`src/rtl/wr_issue_ctl.sv`:
```
module wr_issue_ctl #(
  parameter int DW = 64,
  parameter int AW = 36,
  parameter int NBEATS = 4
) (
  input  logic                 clk,
  input  logic                 rst_n,
  input  logic                 req_valid,
  output logic                 req_ready,
  input  logic                 req_block,
  input  logic [AW-1:0]        req_addr,
  input  logic [NBEATS*DW-1:0] req_data,
  input  logic [1:0]           wmode,
  input  logic [3:0]           pattern,
  input  logic                 wr_rdy_n,
  output logic [DW-1:0]        bus_ad,
  output logic [2:0]           bus_cmd,
  output logic                 vout_n
);
  localparam int BW = (NBEATS > 1) ? $clog2(NBEATS) : 1;
  localparam logic [BW-1:0] LAST_IDX = BW'(NBEATS - 1);

  typedef enum logic [2:0] {S_IDLE, S_ADDR, S_BEAT, S_GAP, S_RETRY} st_t;

  st_t st;
  logic [AW-1:0]        a_q;
  logic [NBEATS*DW-1:0] d_q;
  logic                 blk_q;
  logic [1:0]           m_q;
  logic [3:0]           p_q;
  logic [BW-1:0]        idx;
  logic [2:0]           gcnt;
  logic                 cool;
  logic                 over;
  logic [DW-1:0]        lanes [NBEATS];

  for (genvar i = 0; i < NBEATS; i++) begin : g_lane
    assign lanes[i] = d_q[i*DW +: DW];
  end

  function automatic logic [2:0] gap_after(input logic [3:0] p, input logic odd);
    logic [2:0] k;
    logic       every;
    k = 3'd0;
    every = 1'b0;
    case (p)
      4'd1: k = 3'd1;
      4'd2: k = 3'd2;
      4'd4: k = 3'd3;
      4'd5: k = 3'd4;
      4'd7: k = 3'd6;
      4'd3: begin k = 3'd1; every = 1'b1; end
      4'd6: begin k = 3'd2; every = 1'b1; end
      4'd8: begin k = 3'd3; every = 1'b1; end
      default: k = 3'd0;
    endcase
    return (every || odd) ? k : 3'd0;
  endfunction

  logic       last_beat;
  logic       gate;
  logic       take;
  logic       abort;
  logic [2:0] gnow;

  assign last_beat = (st == S_BEAT) && (!blk_q || idx == LAST_IDX);
  assign gate = !wmode[1] ? !wr_rdy_n :
                (wmode == 2'b10) ? (!over || !wr_rdy_n) : 1'b1;
  assign req_ready = gate && ((st == S_IDLE && !cool) || (last_beat && m_q[1]));
  assign take  = req_valid && req_ready;
  assign abort = (st == S_ADDR) && (m_q == 2'b11) && wr_rdy_n;
  assign gnow  = gap_after(p_q, idx[0]);

  always_ff @(posedge clk) begin
    if (!rst_n) begin
      st    <= S_IDLE;
      a_q   <= '0;
      d_q   <= '0;
      blk_q <= 1'b0;
      m_q   <= 2'b00;
      p_q   <= 4'd0;
      idx   <= '0;
      gcnt  <= 3'd0;
      cool  <= 1'b0;
      over  <= 1'b0;
    end else begin
      if (take) begin
        a_q   <= req_addr;
        d_q   <= req_data;
        blk_q <= req_block;
        m_q   <= wmode;
        p_q   <= pattern;
      end
      if (st == S_ADDR) over <= wr_rdy_n;
      else if (!wr_rdy_n) over <= 1'b0;
      cool <= last_beat && !m_q[1];
      case (st)
        S_IDLE: if (take) st <= S_ADDR;
        S_ADDR: begin
          if (abort) st <= S_RETRY;
          else begin
            st  <= S_BEAT;
            idx <= '0;
          end
        end
        S_BEAT: begin
          if (last_beat) st <= take ? S_ADDR : S_IDLE;
          else if (gnow == 3'd0) idx <= idx + 1'b1;
          else begin
            st   <= S_GAP;
            gcnt <= gnow - 3'd1;
          end
        end
        S_GAP: begin
          if (gcnt == 3'd0) begin
            st  <= S_BEAT;
            idx <= idx + 1'b1;
          end else gcnt <= gcnt - 3'd1;
        end
        S_RETRY: if (!wr_rdy_n) st <= S_ADDR;
        default: st <= S_IDLE;
      endcase
    end
  end

  always_comb begin
    bus_ad  = '0;
    bus_cmd = 3'b000;
    if (st == S_ADDR) begin
      bus_ad  = DW'(a_q);
      bus_cmd = {2'b10, blk_q};
    end else if (st == S_BEAT) begin
      bus_ad  = lanes[idx];
      bus_cmd = {2'b01, last_beat};
    end
  end

  assign vout_n = !(st == S_ADDR || st == S_BEAT);


  ready_idle_chk: assert property (@(posedge clk) disable iff (!rst_n)
    req_ready |-> (vout_n || bus_cmd == 3'b011));


  accept_addr_chk: assert property (@(posedge clk) disable iff (!rst_n)
    (req_valid && req_ready) |=> (bus_cmd[2] && !vout_n));


  single_last_chk: assert property (@(posedge clk) disable iff (!rst_n)
    (bus_cmd == 3'b100 && !wr_rdy_n) |=> (bus_cmd == 3'b011 && !vout_n));


  legacy_gap_chk: assert property (@(posedge clk) disable iff (!rst_n)
    (bus_cmd == 3'b011 && !m_q[1]) |=> vout_n ##1 vout_n);


  abort_idle_chk: assert property (@(posedge clk) disable iff (!rst_n)
    (bus_cmd[2] && m_q == 2'b11 && wr_rdy_n) |=> (vout_n && !req_ready));
endmodule

```
`config.mk`:
```
export PLATFORM = sky130hd
export DESIGN_NAME = wr_issue_ctl
export DESIGN_NICKNAME = d
export VERILOG_FILES = /design/src/rtl/wr_issue_ctl.sv
export SDC_FILE = /design/constraint.sdc
export NUM_CORES = 1
export LEC_CHECK = 0
export BUFFER_PORTS_ARGS = -buffer_cell sky130_fd_sc_hd__buf_2
export CORE_MARGIN = 5
export CORE_UTILIZATION = 28
export CTS_BUF_LIST = sky130_fd_sc_hd__clkbuf_4 sky130_fd_sc_hd__clkbuf_8 sky130_fd_sc_hd__clkbuf_16
export DETAILED_ROUTE_END_ITERATION = 8
export GPL_TIMING_DRIVEN = 1
export PLACE_DENSITY = 0.55
export SLEW_MARGIN = 20
export SYNTH_ARGS = -nofsm -noshare
export SYNTH_HDL_FRONTEND = slang
export SYNTH_SLANG_ARGS = --single-unit
```
`constraint.sdc`:
```
create_clock -name clk -period 4.2 [get_ports clk]
set_input_delay 0.84 -clock clk [delete_from_list [all_inputs] [get_ports clk]]
set_output_delay 0.84 -clock clk [all_outputs]
set_load 0.1 [all_outputs]
```
; ---- Word level (Yosys, flattened, before mapping)
; Cells that the tools add are included.
[op_classes]
order_cmp = 1
eq_ne = 25
bitwise_logic = 1
add_sub_neg = 3
mux = 31
reduce_logical = 31
[op_table]
columns = cell, n
row1 = 64-bit two-way mux, 4
row2 = 64-bit binary-select mux with 2-bit select, 1
row3 = 3-bit two-way mux, 11
row4 = 3-bit case mux with 5 select lines, 2
row5 = "4-bit by 3-bit == test with 1-bit output, second input constant", 4
row6 = "2-bit != test, second input constant", 7
row7 = 2-bit two-way mux, 5
row8 = 3-bit logical NOT, 3
row9 = "4-bit by 2-bit == test with 1-bit output, second input constant", 2
row10 = 1-bit logical AND, 8
row11 = 4-bit AND reduction, 2
row12 = "2-bit == test, second input constant", 3
row13 = "3-bit by 2-bit == test with 1-bit output, second input constant", 2
row14 = 1-bit logical NOT, 6
row15 = 1-bit two-way mux, 6
row16 = 2-bit case mux with 3 select lines, 1
row17 = 3-bit case mux with 2 select lines, 1
row18 = 2-bit OR reduction, 3
row19 = "3-bit by 1-bit subtractor with 3-bit output, second input constant", 2
row20 = 1-bit logical OR, 5
row21 = 5-bit AND reduction, 1
row22 = "4-bit by 1-bit == test with 1-bit output, second input constant", 1
row23 = "4-bit == test, second input constant", 1
row24 = "2-bit by 1-bit != test with 1-bit output, second input constant", 2
row25 = 9 further kinds, 9
[word_totals]
reg_bits = 309
input_bits = 303
elab_cells = 102
out_inout_bits = 69

; ---- Logic depth before layout (Yosys ltp)
; Gate-level depths: netlist of run 1.
[logic_depth]
word_depth = 10
depth_mapped = 11
ltp_nobuf = 10

; ---- Worst setup path before layout of run 1
; No wires, ideal clock.
[synth_path]
kind = register to output
from = register st[2]
to = output bus_ad[31]
required_ns = 3.360
path_slack_ns = 0.540
path_buffers = 2
arrival_time_ns = 2.820
stages_incl_launch_ff = 5
path_cell_list = dfxtp_1 > buf_2 > nor3_1 > clkbuf_1 > a22o_1
[synth_between]
elab_chain_len = 3
elab_cells_between_ends = 4
classes_between = 2 x eq/ne / 2 x mux
[synth_rtl]
columns = item, line_no
row1 = start: declaration, 25  ; st_t st;
row2 = start signal: assignment, 107  ; if (last_beat) st <= take ? S_ADDR : S_IDLE;
row3 = 3-bit by 2-bit == test with 1-bit output, 132  ; end else if (st == S_BEAT) begin
row4 = 64-bit two-way mux, 132
row5 = 64-bit two-way mux (*), 129  ; if (st == S_ADDR) begin
row6 = end: declaration, 16  ; output logic [DW-1:0] bus_ad,
; Every way passes the cells marked *; elsewhere a longest branch is shown, timed or not.

; ---- Final worst setup path of run 1
[layout_path]
from = register st[1]
to = output bus_ad[3]
; Same word-level chain as after synthesis.

==> results by group, run 1 <==
Status
  • Status: completed

STA
  • Setup TNS: 0 ps
  • Final hold vios: 0
  • RSZ-0062 raised after global routing: no
  • Final setup fails: 0
  • Fmax achieved: 269.8 MHz
  • Slew margin rel.: 33.88%
  • Final clock skew: 17.78 ps
  • Final worst path period share: 88.23%
  • Setup WS post-layout: 494.2 ps
  • Tmin final: 3706 ps
  • Final Max Tran Viols: 0
  • Worst slew pin tran: 991.8 ps

Critical path
  • Worst R2R Start: st[1]
  • Startpoint Class: register
  • CP arrival: 2870 ps
  • Largest fanout on the critical path: 30
  • Setup crit end kind: output pin
  • Setup CP Type: reg -> out
  • Crit path required time: 3360 ps
  • Reg-to-Reg End: st[2]
  • FF-to-FF path depth: 6
  • Flop2flop setup slack: 1150 ps

Finish
  • Fin util: 35.90%
  • Fill cells: 4,838
  • Post-route cell area: 16,640 um^2
  • Area delta synth->final: 27.45%
  • Ratio of cells with drive above 1 in the final layout: 28.88%
  • # nets final: 2,164

Global route
  • First-pass GRT wire length: 65.95 mm
  • Grt total ovfl: 0
  • Initial antenna violation count: 7
  • Largest net degree at the start of global routing: 157
  • GRT Total Usage: 16.17%
  • Vias in the first global route: 11,820

Clocking
  • Clk sinks: 309
  • H-tree depth: 2
  • Worst skew pair latency: 540 ps
  • Post-CTS Setup Bufs: 0
  • Resized cells post-CTS: 0
  • CTS tree: done
  • Clk buf depth: 3
  • Num CTS Buffers: 38
  • Hold_buf cts: 0
  • Root Buffer: clkbuf_16
  • Clock Pin Slew Worst Setup and Hold Paths: 60 ps

Placement
  • DP HPWL: 30.44 mm
  • Worst slack at placement: 1022 ps
  • Final RePlAce weighted congestion: 0.8327
  • Post-Place Cell Area: 15,370 um^2
  • Port-buffer cells: 371

Floorplan
  • # IOs: 372
  • Core Region: 46,360 um^2
  • Die Area: 51,060 um^2
  • Die width: 226.0 um
  • Floorplan row count: 79
  • Initial core utilization: 28.17%
  • Die Y: 226.0 um

Yosys
  • Yosys warns: 0
  • Mapped Nets: 1,855
  • Mux cell area share after synthesis: 11.28%
  • Adder-cell share of the synthesized area: 0.1916%
  • Compound-Gate Fraction of Synth Area: 15.47%
  • Register area share after synthesis: 47.37%
  • Synth area leaders: dfxtp_1 47%, nand2_1 17%, a21oi_1 12%
  • Top-count cell post-synth: nand2_1
  • Post-synth cell types: 44
  • Simple-Gate Fraction of Synth Area: 20.48%
  • Largest family of logic cells by synthesized area: simple AND/OR/NAND/NOR gates
  • Synth top cells by count: 606 x nand2_1, 309 x dfxtp_1, 303 x a21oi_1
  • Fraction of registers with async set/reset: 0%
  • Mean Syn Cell Area: 8.426 um^2
  • Synth Register Bits: 309
  • Mapped Area: 13,060 um^2
  • Synth area leader: dfxtp_1
  • EDFF count, synth: 0
  • Yosys top cell area share: 47.37%
  • Main flop type after synthesis: dfxtp_1
  • XOR/XNOR Fraction of Synth Area: 0%
  • Mapped Cells: 1,550

Drt
  • Average wire per standard cell: 17.27 um
  • Via Count: 11,900
  • Vias/cell: 4.766
  • Post-DRT Antenna Nets: 0
  • # DRC: 0
  • Drt pass-1 iters: 6
  • Total wire length: 43.14 mm
  • DRT iter0 DRCs: 770

Worst hold path
  • Hold_sp: d_q[148]
  • Hold EP: d_q[148]
  • Hold/Removal Path Class: reg -> reg
  • Hold path cells: 2

Power
  • Leak Pwr: 6.705 nW
  • P per Cell Area: 543.5 nW/um^2
  • Peak VDD IR: 292.1 uV

Flow run
  • Max_cap viols: 0
==> cell families after synthesis <==
logic type                 Yosys count
buffers and inverters              136
adders and majority gates            2
muxes                               67
AOI/OAI and AO/OA                  364
DFF                                309
and+or+nand+nor                    672
==> state kept, by name, indices dropped and copies added, names as in the netlist <==
signal / cells
a_q: 36
blk_q: 1
cool: 1
d_q: 256
gcnt: 3
idx: 2
m_q: 2
over: 1
p_q: 4
st: 3
==> worst max path at each step <==
stage / from / endpoint / slack [ps] / cells after the start
final: st[1] / bus_ad[3] / 490 / 5
after global routing: st[1] / bus_ad[16] / 320 / 5
after global placement: st[1] / bus_ad[16] / 1100 / 5
after floorplan: st[2] / bus_ad[31] / 540 / 4
after CTS: st[1] / bus_ad[16] / 400 / 5
after detailed placement: st[1] / bus_ad[16] / 1020 / 5
==> routing by layer <==
metal / track usage, % / wire [um] / up-vias
met5: 0 / 34 / -
met4: 5.389 / 954 / 4
met3: 2.873 / 2201 / 60
met2: 26.70 / 20680 / 307
met1: 21.51 / 19260 / 5672
li1: - / - / 5858
==> power by group <==
| group | leakage, nW | internal, mW | switching [mW] |
|---|---|---|---|
| Clock | 0.638 | 2.01 | 1.29 |
| Combinational | 3.54 | 0.719 | 1.49 |
| Sequential | 2.53 | 3.31 | 0.215 |
| Total | 6.71 | 6.05 | 3.00 |
==> worst max-delay path: stages, from the launching register on <==
cell      delay [ps]
dfxtp_1          450
or3b_4           440
clkinv_2         420
buf_4            370
a22o_1           180
buf_2            420
==> layout make-up <==
type | count | area, um^2 | area share, %
tap | 607 | 759.5 | 4.563
multi-input combinational | 1105 | 6216 | 37.34
timing repair buffer | 400 | 2175 | 13.06
inverter | 5 | 27.53 | 0.1654
clock buffer | 54 | 1096 | 6.585
antenna | 3 | 7.507 | 0.04510
sequential | 309 | 6193 | 37.21
clock inverter | 14 | 170.2 | 1.022
==> through the flow <==
step / instances / hold slack [ps] / power (mW)
6_report: 2497 / 451.1 / 9.047
5_1_grt: 2497 / 465.7 / 9.551
4_1_cts: 2494 / 452.3 / 9.195
3_5_place_dp: 2426 / 444.2 / 5.834
3_3_place_gp: 2426 / 438.9 / 5.792
2_1_floorplan: 1550 / 433.1 / 5.228
==> layout by cell type, fill, tap and decap left out, types with 12 or more instances in the layout <==
cell	instances
a22o_1	36
nand2_1	606
and2_1	29
dfxtp_1	307
buf_2	371
clkbuf_4	12
a21oi_1	303
clkbuf_16	38
mux4_2	64
buf_4	21
No activity file was read; power rests on OpenSTA's default activity.
==> run 2: changes to the inputs <==
clock period = 4.6 ns   (was 4.2 ns; I/O delays follow)
==> results by group, run 2 (synthesized netlist as in run 1, its figures left out) <==
Flow run
  • Max_cap viols: 0 (unchanged)

Global route
  • Grt total ovfl: 0 (unchanged)
  • GRT met3 Usage: 2.964% (+0.091 points)
  • Vias in the first global route: 11,840 (+0.16%)
  • Met1 Usage GRT: 21.50% (about the same)
  • GRT busiest layer: met2
  • Largest net degree at the start of global routing: 167 (+6.4%)
  • Met2 global-route usage: 26.27% (-0.43 points)
  • Initial antenna violation count: 9 (+2)
  • First-pass GRT wire length: 65.36 mm (-0.89%)
  • GRT Total Usage: 16.00% (-0.17 points)

Drt
  • # DRC: 0 (unchanged)
  • DRT iter0 DRCs: 719 (-6.6%)
  • Via Count: 11,860 (-0.35%)
  • Vias/cell: 4.776 (+0.21%)
  • Drt pass-1 iters: 5 (-1)
  • Average wire per standard cell: 17.27 um (about the same)
  • Post-DRT Antenna Nets: 0 (unchanged)
  • Total wire length: 42.89 mm (-0.56%)

Status
  • Status: completed

Floorplan
  • Die Area: 51,060 um^2 (unchanged)
  • # IOs: 372 (unchanged)
  • Initial core utilization: 28.17% (unchanged)
  • Die width: 226.0 um (unchanged)
  • Die Y: 226.0 um (unchanged)
  • Core Region: 46,360 um^2 (unchanged)
  • Floorplan row count: 79 (unchanged)

Finish
  • Area delta synth->final: 26.56%
  • # nets final: 2,152 (-0.55%)
  • Ratio of cells with drive above 1 in the final layout: 28.31% (-0.57 points)
  • Commonest non-fill, non-tap cell in the layout: nand2_1
  • Largest Register: d_q
  • Largest register FFs: 256 (unchanged)
  • Commonest cells after routing, fill and taps aside: 606 x nand2_1, 371 x buf_2, 307 x dfxtp_1
  • Largest registers: d_q: 256 flops, a_q: 36 flops, p_q: 4 flops

Critical path
  • Setup crit end kind: output pin
  • CP arrival: 3010 ps (+140 ps)
  • Setup CP Type: reg -> out
  • Crit path required time: 3680 ps (+320 ps)
  • Flop2flop setup slack: 1110 ps (-40 ps)
  • Startpoint Class: register
  • FF-to-FF path depth: 8 (+2)
  • Largest fanout on the critical path: 41 (+37%)

Placement
  • Port-buffer cells: 371 (unchanged)
  • Final RePlAce weighted congestion: 0.8073 (-3.1%)
  • DP HPWL: 29.53 mm (-3.0%)

STA
  • Setup TNS: 0 ps (unchanged)
  • Slew margin rel.: 26.29% (-7.6 points)
  • Tmin final: 3932 ps
  • Fin Hold WS: 451.0 ps (-0.09500 ps)
  • Fmax achieved: 254.3 MHz
  • Final worst path period share: 85.48%
  • Final setup fails: 0 (unchanged)
  • Worst slew pin tran: 1106 ps (+113.9 ps)
  • Final Max Tran Viols: 0 (unchanged)
  • RSZ-0062 raised after global routing: no
  • Final clock skew: 10.60 ps (-7.178 ps)
  • Final hold vios: 0 (unchanged)

Clocking
  • Num CTS Buffers: 37 (-2.6%)
  • H-tree depth: 2 (unchanged)
  • CTS tree: done
  • Root Buffer: clkbuf_16
  • Clk buf depth: 3 (unchanged)
  • Post-CTS Setup Bufs: 0 (unchanged)
  • Resized cells post-CTS: 0 (unchanged)
  • Worst skew pair latency: 530 ps (about the same)
  • Clk sinks: 309 (unchanged)
  • Hold_buf cts: 0 (unchanged)
  • Clock Pin Slew Worst Setup and Hold Paths: 50 ps (about the same)

Worst hold path
  • Hold path cells: 2 (unchanged)
  • Hold/Removal Path Class: reg -> reg

Power
  • Peak VDD IR: 214.7 uV (-26%)
  • P per Cell Area: 497.8 nW/um^2 (-8.4%)
  • Leak Pwr: 6.642 nW (-0.94%)
run 2: layout make-up:
class                           instances  area (um^2)
Fill cell                            4864        29830
Timing Repair Buffer                  389         2054
Inverter                                5        27.53
Tap cell                              607        759.5
Multi-Input combinational cell       1105         6216
Sequential cell                       309         6193
Clock inverter                          7        118.9
Antenna cell                            4        10.01
Clock buffer                           57         1149
run 2: worst max-delay path, cell delays in order, from the launching register on:
cell	delay [ps]
dfxtp_1	450
or3b_4	440
clkinv_2	460
buf_4	460
a22o_1	200
buf_2	420
run 2: worst paths after layout:
path / start / end
setup reg to reg: st[2] / d_q[204]
hold / removal: d_q[96] / d_q[96]
hold reg to reg: d_q[96] / d_q[96]
setup / recovery: st[1] / bus_ad[25]
run 2: power by group:
| part | total [mW] | switching [mW] | internal, mW |
|---|---|---|---|
| logic | 1.98 | 1.36 | 0.618 |
| registers | 3.22 | 0.198 | 3.02 |
| clock network | 3.03 | 1.14 | 1.89 |
run 2: metrics by stage:
stage / cell area [um^2] / setup WS, ps / cells / utilization [%] / total power [mW]
finish: 16530 / 668.1 / 2483 / 35.65 / 8.228
floorplan: 13060 / 860.3 / 1550 / - / 4.774
CTS: 16520 / 599.3 / 2479 / 35.63 / 8.361
global route: 16530 / 513.6 / 2482 / 35.65 / 8.660
global placement: 15250 / 1205 / 2415 / 32.90 / 5.239
detailed placement: 15250 / 1141 / 2415 / 32.90 / 5.285
run 2: per-layer routing:
metal	share of wire [%]	wire length, um	vias to the layer above
li1	-	-	5819
met2	47	20360	298
met4	2.2	924	4
met1	45	19300	5675
met3	5.3	2281	63
met5	0.079	34	-
